[src/rtl/chan_irq_pkg.sv]
// Package: shared types for the channel presence and interrupt monitor.
// Assumes nothing beyond IEEE 1800-2017 packages.
package chan_irq_pkg;

    // Presence detector phase: counting out the settle window, or mask fixed.
    typedef enum logic {
        PD_SETTLE = 1'b0,
        PD_LOCKED = 1'b1
    } pd_state_e;

endpackage

[src/rtl/cim_sync_bank.sv]
// Module: cim_sync_bank
// A bank of WIDTH independent flop chains that resynchronize asynchronous
// level inputs into the clk domain. Each chain is STAGES flops long.
// Assumes: inputs are quasi-static levels, and no bus coherency is needed
// across bits. Reset loads RST_VAL into every stage, so lines that are
// active low start out inactive.
module cim_sync_bank #(
    parameter int          WIDTH   = 6,
    parameter int          STAGES  = 2,
    parameter logic        RST_VAL = 1'b1
) (
    input  logic             clk,
    input  logic             rst_n,
    input  logic [WIDTH-1:0] async_in,
    output logic [WIDTH-1:0] sync_out
);

    for (genvar b = 0; b < WIDTH; b++) begin : g_bit
        logic [STAGES-1:0] chain;

        // Shift the raw level through the chain of flops.
        always_ff @(posedge clk) begin
            if (!rst_n) begin
                chain <= {STAGES{RST_VAL}};
            end else begin
                chain <= {chain[STAGES-2:0], async_in[b]};
            end
        end

        assign sync_out[b] = chain[STAGES-1];
    end

endmodule

[src/rtl/cim_presence.sv]
// Module: cim_presence
// Counts SETTLE clock edges after reset is released. On the last of them,
// it captures which synchronized interrupt lines are high (device fitted)
// and then holds that mask until the next reset.
// Assumes: fitted devices keep their lines high through the settle window,
// and unused channels are tied low.
module cim_presence
    import chan_irq_pkg::*;
#(
    parameter int NUM_CH = 6,
    parameter int SETTLE = 16
) (
    input  logic              clk,
    input  logic              rst_n,
    input  logic [NUM_CH-1:0] line_sync_n,
    output logic [NUM_CH-1:0] present_mask,
    output logic              locked
);

    localparam int          CNT_W = $clog2(SETTLE + 1);
    localparam logic [CNT_W-1:0] LAST = CNT_W'(SETTLE - 1);

    pd_state_e        state;
    logic [CNT_W-1:0] cnt;

    // Count the settle window, then capture the mask once and hold it.
    always_ff @(posedge clk) begin
        if (!rst_n) begin
            state        <= PD_SETTLE;
            cnt          <= '0;
            present_mask <= '0;
        end else if (state == PD_SETTLE) begin
            if (cnt == LAST) begin
                present_mask <= line_sync_n;
                state        <= PD_LOCKED;
            end else begin
                cnt <= cnt + 1'b1;
            end
        end
    end

    assign locked = (state == PD_LOCKED);

    // no channel reads as present before capture.
    a_r1_mask_clear_unlocked: assert property (@(posedge clk) disable iff (!rst_n)
        !locked |-> (present_mask == '0));

    // the lock arrives only on the edge where the count reached its last value.
    a_r2_lock_at_last: assert property (@(posedge clk) disable iff (!rst_n)
        $rose(locked) |-> ($past(cnt) == LAST));

    // once locked, the mask never moves.
    a_r3_mask_hold: assert property (@(posedge clk) disable iff (!rst_n)
        (locked && $past(locked)) |-> $stable(present_mask));

endmodule

[src/rtl/cim_host_irq.sv]
// Module: cim_host_irq
// The host-writable interrupt register. A write ORs its data into the
// register, and a local read clears it. When both happen in the same
// cycle, the written bits win.
// Assumes: strobes are single-cycle qualified and synchronous to clk.
module cim_host_irq #(
    parameter int W = 8
) (
    input  logic         clk,
    input  logic         rst_n,
    input  logic         wr_en,
    input  logic [W-1:0] wr_data,
    input  logic         rd_en,
    output logic [W-1:0] rd_data,
    output logic         any_set
);

    logic [W-1:0] bits_q;
    logic [W-1:0] kept;
    logic [W-1:0] added;

    // Bits that survive this cycle: a read drops them all.
    always_comb kept  = rd_en ? '0 : bits_q;
    // Bits that this cycle's write sets.
    always_comb added = wr_en ? wr_data : '0;

    // Update the register from the surviving and newly set bits.
    always_ff @(posedge clk) begin
        if (!rst_n) begin
            bits_q <= '0;
        end else begin
            bits_q <= kept | added;
        end
    end

    assign rd_data = bits_q;
    assign any_set = |bits_q;

    // every bit a write sets is present after the edge, read or not.
    a_r9_write_kept: assert property (@(posedge clk) disable iff (!rst_n)
        wr_en |=> ((bits_q & $past(wr_data)) == $past(wr_data)));

    // a read with no write empties the register.
    a_r8_read_clears: assert property (@(posedge clk) disable iff (!rst_n)
        (rd_en && !wr_en) |=> (bits_q == '0));

    // with no strobe, the contents hold.
    a_r6_idle_hold: assert property (@(posedge clk) disable iff (!rst_n)
        (!rd_en && !wr_en) |=> $stable(bits_q));

endmodule

[src/rtl/chan_irq_monitor.sv]
// Module: chan_irq_monitor (top)
// Synchronizes the device interrupt lines, detects which devices are fitted
// after reset, forwards interrupts from fitted devices as an active-high
// pending vector, and combines them with the host interrupt register into
// one local processor interrupt. It also drives the local bus reset until
// presence is known.
// Assumes: rst_n is synchronous to clk; irq_n may be asynchronous.
module chan_irq_monitor #(
    parameter int NUM_CH      = 6,
    parameter int SETTLE      = 16,
    parameter int SYNC_STAGES = 2,
    parameter int HREG_W      = 8
) (
    input  logic              clk,
    input  logic              rst_n,
    input  logic [NUM_CH-1:0] irq_n,
    input  logic              host_wr_en,
    input  logic [HREG_W-1:0] host_wr_data,
    input  logic              loc_rd_en,
    output logic [HREG_W-1:0] loc_rd_data,
    output logic [NUM_CH-1:0] present_mask,
    output logic [NUM_CH-1:0] pending,
    output logic              local_irq,
    output logic              lbus_rst_n
);

    logic [NUM_CH-1:0] line_sync_n;
    logic              locked;
    logic              host_any;

    // Resynchronize the raw device lines.
    cim_sync_bank #(
        .WIDTH   (NUM_CH),
        .STAGES  (SYNC_STAGES),
        .RST_VAL (1'b1)
    ) u_sync (
        .clk      (clk),
        .rst_n    (rst_n),
        .async_in (irq_n),
        .sync_out (line_sync_n)
    );

    // Decide once which channels carry a device.
    cim_presence #(
        .NUM_CH (NUM_CH),
        .SETTLE (SETTLE)
    ) u_presence (
        .clk          (clk),
        .rst_n        (rst_n),
        .line_sync_n  (line_sync_n),
        .present_mask (present_mask),
        .locked       (locked)
    );

    // Host-set, locally-cleared interrupt register.
    cim_host_irq #(
        .W (HREG_W)
    ) u_host (
        .clk     (clk),
        .rst_n   (rst_n),
        .wr_en   (host_wr_en),
        .wr_data (host_wr_data),
        .rd_en   (loc_rd_en),
        .rd_data (loc_rd_data),
        .any_set (host_any)
    );

    // Forward active interrupts from fitted channels only.
    always_comb pending = ~line_sync_n & present_mask;

    // Raise the local interrupt for any register bit or any pending device.
    always_comb local_irq = host_any | (|pending);

    // Hold the local bus in reset until presence is known.
    assign lbus_rst_n = locked;

    // an absent channel never shows up as pending.
    a_r4_absent_quiet: assert property (@(posedge clk) disable iff (!rst_n)
        (pending & ~present_mask) == '0);

    // a write of any set bit raises the local interrupt after the edge.
    a_r7_write_raises_irq: assert property (@(posedge clk) disable iff (!rst_n)
        (host_wr_en && (|host_wr_data)) |=> local_irq);

    // the local bus leaves reset only together with a captured mask.
    a_r2_bus_reset_release: assert property (@(posedge clk) disable iff (!rst_n)
        $rose(lbus_rst_n) |-> $changed(present_mask) || (present_mask == '0));

endmodule

[config.mk]
export PLATFORM = sky130hd
export DESIGN_NAME = chan_irq_monitor
export DESIGN_NICKNAME = d
export VERILOG_FILES = /design/src/rtl/chan_irq_pkg.sv /design/src/rtl/cim_sync_bank.sv /design/src/rtl/cim_presence.sv /design/src/rtl/cim_host_irq.sv /design/src/rtl/chan_irq_monitor.sv
export SDC_FILE = /design/constraint.sdc
export NUM_CORES = 1
export LEC_CHECK = 0
export BUFFER_PORTS_ARGS = -buffer_cell sky130_fd_sc_hd__buf_2
export CORE_MARGIN = 4
export CORE_UTILIZATION = 33
export DETAILED_ROUTE_END_ITERATION = 8
export GPL_TIMING_DRIVEN = 1
export HOLD_SLACK_MARGIN = 0.08
export PLACE_DENSITY = 0.58
export SETUP_SLACK_MARGIN = 0.05
export SLEW_MARGIN = 20
export SYNTH_ARGS = -nofsm -noshare
export SYNTH_HDL_FRONTEND = slang
export SYNTH_SLANG_ARGS = --single-unit
[constraint.sdc]
create_clock -name clk -period 1.8 [get_ports clk]
set_input_delay 0 -clock clk [delete_from_list [all_inputs] [get_ports clk]]
set_output_delay 0 -clock clk [all_outputs]
set_load 0.05 [all_outputs]
* Yosys cells after proc, flatten, opt, wreduce, memory -nomap -nowiden
Cells that the tools add are included.
Widths: inputs -> output; s select.
** Storage, ports and cells
- Register bits after elaboration :: 32
- Bits in latches :: 0
- Bits in writable memories :: 0
- ROM bits :: 0
- Bits of input ports :: 18
- Output and inout port bits :: 22
- Memories :: 0
** Cells by class
- $add $sub $neg :: 1
- $mul :: 0
- Divide/modulo/power cells :: 0
- $lt $le $gt $ge :: 0
- Equality and inequality tests :: 1
- Shift operators :: 0
- Mux-type cells :: 4
- Bitwise gates (word level) :: 6
- Reduce and logical (&&, ||, !) cells :: 4
** Operators with widths (count)
- $mux 8 :: 2
- $or 8x8->8 :: 1
- $reduce_or 8->1 :: 1
- $and 6x6->6 :: 1
- $not 6->6 :: 1
- $reduce_or 6->1 :: 1
- $add 5x1->5 const B :: 1
- $eq 5x4->1 const B :: 1
- $reduce_and 2->1 :: 2
- $mux 1 :: 2
- $not 1->1 :: 2
- $or 1x1->1 :: 1

* Depth between registers and ports, before layout
- Word-level depth :: 4
- Gate-level depth with buffers :: 7

* Hierarchy
A second synthesis with hierarchy kept.
** Unflattened totals
- Cells, all modules :: 123
- Area total of the unflattened synthesis :: 1326.3 µm²
** Modules (own cells, without submodules)
- cim_presence :: times used 1, cells each 47, area an instance 508.0 µm², sequential area each 240.2 µm²
- cim_sync_bank :: times used 1, cells each 31, area an instance 384.1 µm², sequential area each 240.2 µm²
- cim_host_irq :: times used 1, cells each 36, area an instance 367.9 µm², sequential area each 160.2 µm²
- chan_irq_monitor :: times used 1, cells each 9, area an instance 66.3 µm², sequential area each 0.0 µm²

* Least setup slack after synthesis
No wires, ideal clock.
- Kind :: flip-flop to output port
- From :: register u_presence.present_mask[2]
- To :: output local_irq
- Data arrival time :: 1.992 ns
- Required time :: 1.800 ns
- Slack :: -0.192 ns
- Stages on the path, launching flop included :: 4
- Buffers on the path :: 0
- Cell sequence :: dfxtp_1 > nor2b_1 > nor4_1 > nand4_1
** On the way
- Word-level cells in the longest chain between the ends :: 3
** RTL lines
- start, declared :: line cim_presence.sv:16 : output logic [NUM_CH-1:0] present_mask,
- start signal, assigned :: line cim_presence.sv:34 : present_mask <= line_sync_n;
- $and 6x6->6 :: line chan_irq_monitor.sv:69 : always_comb pending = ~line_sync_n & present_mask;
- via pending[2] :: line chan_irq_monitor.sv:22 : output logic [NUM_CH-1:0] pending,
- $reduce_or 6->1 :: line chan_irq_monitor.sv:72 : always_comb local_irq = host_any | (|pending);
- $or 1x1->1 :: line chan_irq_monitor.sv:72
- end, declared :: line chan_irq_monitor.sv:23 : output logic local_irq,
The timed path passes the listed nets, and every way through them passes these cells.

* Final worst setup path
- From :: register u_presence.cnt[0]
- To :: register u_presence.cnt[3]
** On the way
- Word-level cells in the longest chain between the ends :: 3
** RTL lines
- start, declared :: line cim_presence.sv:24 : logic [CNT_W-1:0] cnt;
- start signal, assigned :: line cim_presence.sv:37 : cnt <= cnt + 1'b1;
- branches (longest 3 deep; another with $add 5x1->5)
Several ways; the timed one is not identified.
A chain may end at the register's enable or synchronous reset.

==> results.yml <==
outcome:
  status: "finished, final reports clean"
setup_path:
  worstRegToRegCells: 6
  reg2reg_from: "u_presence.cnt[0]"
  cp-endpoint: "u_presence.cnt[3]"
  critPathMaxStageDelay_ns: 0.35
  regToRegSetupSlack_ns: 0.18
  critPathKind: "flip-flop to flip-flop"
  worstSetupStartpointType: "flip-flop"
  crit_arrival_ns: 1.85
  worstSetupEndpointType: "flip-flop"
  cp_max_fo: 6
  crit_chain: "ha_1, and3_1, ha_1, nor2_2, nand4_1, mux2i_1"
  r2r_end: "u_presence.cnt[3]"
  cp.required_ns: 2.03
  cp_common_cell: "ha_1"
  cp_slowest_cell: "dfxtp_1"
  crit_start: "u_presence.cnt[0]"
routing:
  wl_per_cell_um: 11.2
  drt_first_iter_violations: 42
  first_pass_iters: 4
  ant_nets: 0
  drt-vias-per-instance: 4.32
  routed-via-count: 981
  wl_um: 2530
  route.detailed.drc: 0
clock_network:
  clk_pin_slew_ns: 0.12
  cts_sinks: 32
  cts_buffers: 5
  clock_path_buffers: 2
  ctsResizeCount: 0
  cts_tree: "done"
  cts.root.buffer_cell: "clkbuf_4"
  ctsHtreeMaxLevel: 2
  clk_latency_ns: 0.34
timing:
  finalSetupTns_ns: 0
  max_slew_margin_pct: 67.5
  fmax_ghz: 0.619
  hold_viol_final: 0
  fin_hold_ws_ns: 0.418
  period_minus_slack_ns: 1.62
  tightest_slew_ns: 0.488
  rsz0062_at_grt: "false"
  finClkSkew_ns: 0.0153
  drv_slew: 0
  period_share_pct: 89.8
  setup_viol: 0
pwr:
  cellLeakagePower_nw: 0.760
  power_density_nw_per_um2: 770
  irDropWorstVdd_uv: 460
final_layout:
  area_delta_synth_final_pct: 49.3
  final_layout_size_suffix_gt1_share_pct: 29.8
  antenna_cells: 0
  nets: 200
  fin_cells: 227
floorplan:
  floorplan.io_pins: 40
  die_h_um: 67.9
  die-area_um2: 4610
  core_region_area_um2: 3390
  die_w_um: 67.9
  rows: 21
  start_util_pct: 34.9
global_routing:
  gr-usage-all-layers_pct: 12.1
  grt-ovfl-total: 0
  grt_start_max_net_pins: 34
  grt_pass1_vias: 970
  grt_pass1_wl_um: 4090
  antenna_found_initial: 0
yosys:
  yosysMostFrequentCell: "dfxtp_1"
  yosys-top-cells-count: "32 x dfxtp_1, 20 x nor2b_1, 13 x nand2b_1, 8 x a22oi_1, 7 x mux2i_1"
  synth_edf_count: 0
  ys_async_sr_fraction_pct: 0
  synth-simple-area-share_pct: 25.9
  synth_warnings: 0
  yosysSeqAreaShare_pct: 54.1
  synthTopCellsByArea: "dfxtp_1 54%, nor2b_1 11%, nand2b_1 6.9%, mux2i_1 5.9%, a22oi_1 5.1%"
  yosys_register_bits: 32
  synth_xor_area_share_pct: 1.48
  synthDominantCellAreaShare_pct: 54.1
  syn_area_um2: 1180
  synth_area_per_cell_um2: 10.8
  synth_top_family_by_area: "simple AND/OR/NAND/NOR gates"
  synth_compound_area_share_pct: 6.98
  synth_cell_types: 24
  syn_inst: 110
  syn_nets: 130
  muxShareOfSynthArea_pct: 5.92
  yosys.area.top_type: "dfxtp_1"
  synthAdderAreaFrac_pct: 2.11
  ys.flop_type: "dfxtp_1"
place:
  port_buffers: 39
  gp_congestion: 0.774
  place_hpwl_um: 1610
  placed_cells: 190
flow_run:
  drv_cap: 0
hold_path:
  hp-class: "flip-flop to flip-flop"
## registers in the layout, summed over array words and instances, names as in the netlist
name and flops:
u_presence.locked 1, u_presence.cnt 5, u_host.rd_data 8, u_presence.present_mask 6, u_sync.g_bit.chain 12
## where the power goes
part           switching [W]  internal (W)
clock               0.000263      0.000154
sequential         0.0000175      0.000736
combinational      0.0000930     0.0000973
## through the flow
| step | area (um^2) | worst slack [ns] | util [%] | total power [W] |
|---|---|---|---|---|
| finish | 1770 | 0.184 | 52.1 | 0.00136 |
| global route | 1770 | 0.0502 | 52.1 | 0.00143 |
| CTS | 1770 | 0.163 | 52.1 | 0.00138 |
| detailed placement | 1420 | 0.199 | 41.7 | 0.000905 |
| global placement | 1420 | 0.252 | 41.7 | 0.000901 |
| floorplan | 1200 | 0.0669 | - | 0.000863 |
## repair_timing
item | CTS | global route
hold buffers | 29 | 0
setup endpoints to repair | 0 | 0
hold endpoints to repair | 19 | 0
setup buffers | 0 | 0
## critical path: cells and delay by family (launching register included)
kind | cells | cell delay [ns]
simple gates | 3 | 0.59
fa+ha+maj | 2 | 0.43
flops | 1 | 0.35
mux | 1 | 0.13
## layout by cell type (no fill, tap or decap)
cell type and count:
nor4_1 3, xor2_1 2, nand4_1 2, mux2i_1 7, clkinvlp_4 2, nand2b_1 13, nand2_1 3, dfxtp_1 32
nor2b_2 5, and2b_1 1, o21ai_0 1, a22oi_1 8, ha_1 2, nor2b_1 15, clkbuf_4 5, o211a_1 1
dlygate4sd3_1 29, and3_1 1, buf_2 39, a21boi_1 1, inv_1 2, nor3b_1 1, nor2_1 1, nor2b_4 1
clkinv_4 1, nor2_2 1, and2_1 2
## layout make-up
cell class                 count  area [um^2]
tap                           46         57.6
fill                         312         1620
clock inverter                 3         23.8
multi-input combinational     71          514
inverter                       2         7.51
clock buffer                   5         37.5
sequential                    32          641
timing repair buffer          68          485
## cell families (layout without fill, tap and decap cells)
logic type,count (synthesis),after routing
and+or+nand+nor,49,49
DFF,32,32
AOI/OAI and AO/OA,11,11
muxes,7,7
buffers and inverters,7,78
adders and majority gates,2,2
xor gates and xnor gates,2,2
## layer usage
metal / share of wire (%) / GRT usage [%]
met3: 9.1 / 4.93
met5: 0 / 0
met4: 1.8 / 5.21
met2: 46 / 20.8
met1: 43 / 13.0
## worst min-delay path by stage
stage	end	start	depth (start not counted)
floorplan	u_sync.g_bit[0].chain[1]	rst_n	1
global placement	u_sync.g_bit[0].chain[0]	irq_n[0]	2
detailed placement	u_sync.g_bit[3].chain[0]	irq_n[3]	2
CTS	u_sync.g_bit[3].chain[1]	u_sync.g_bit[3].chain[0]	1
global route	u_sync.g_bit[3].chain[1]	u_sync.g_bit[3].chain[0]	1
finish	u_sync.g_bit[3].chain[1]	u_sync.g_bit[3].chain[0]	1
No activity file was read; power rests on OpenSTA's default activity.
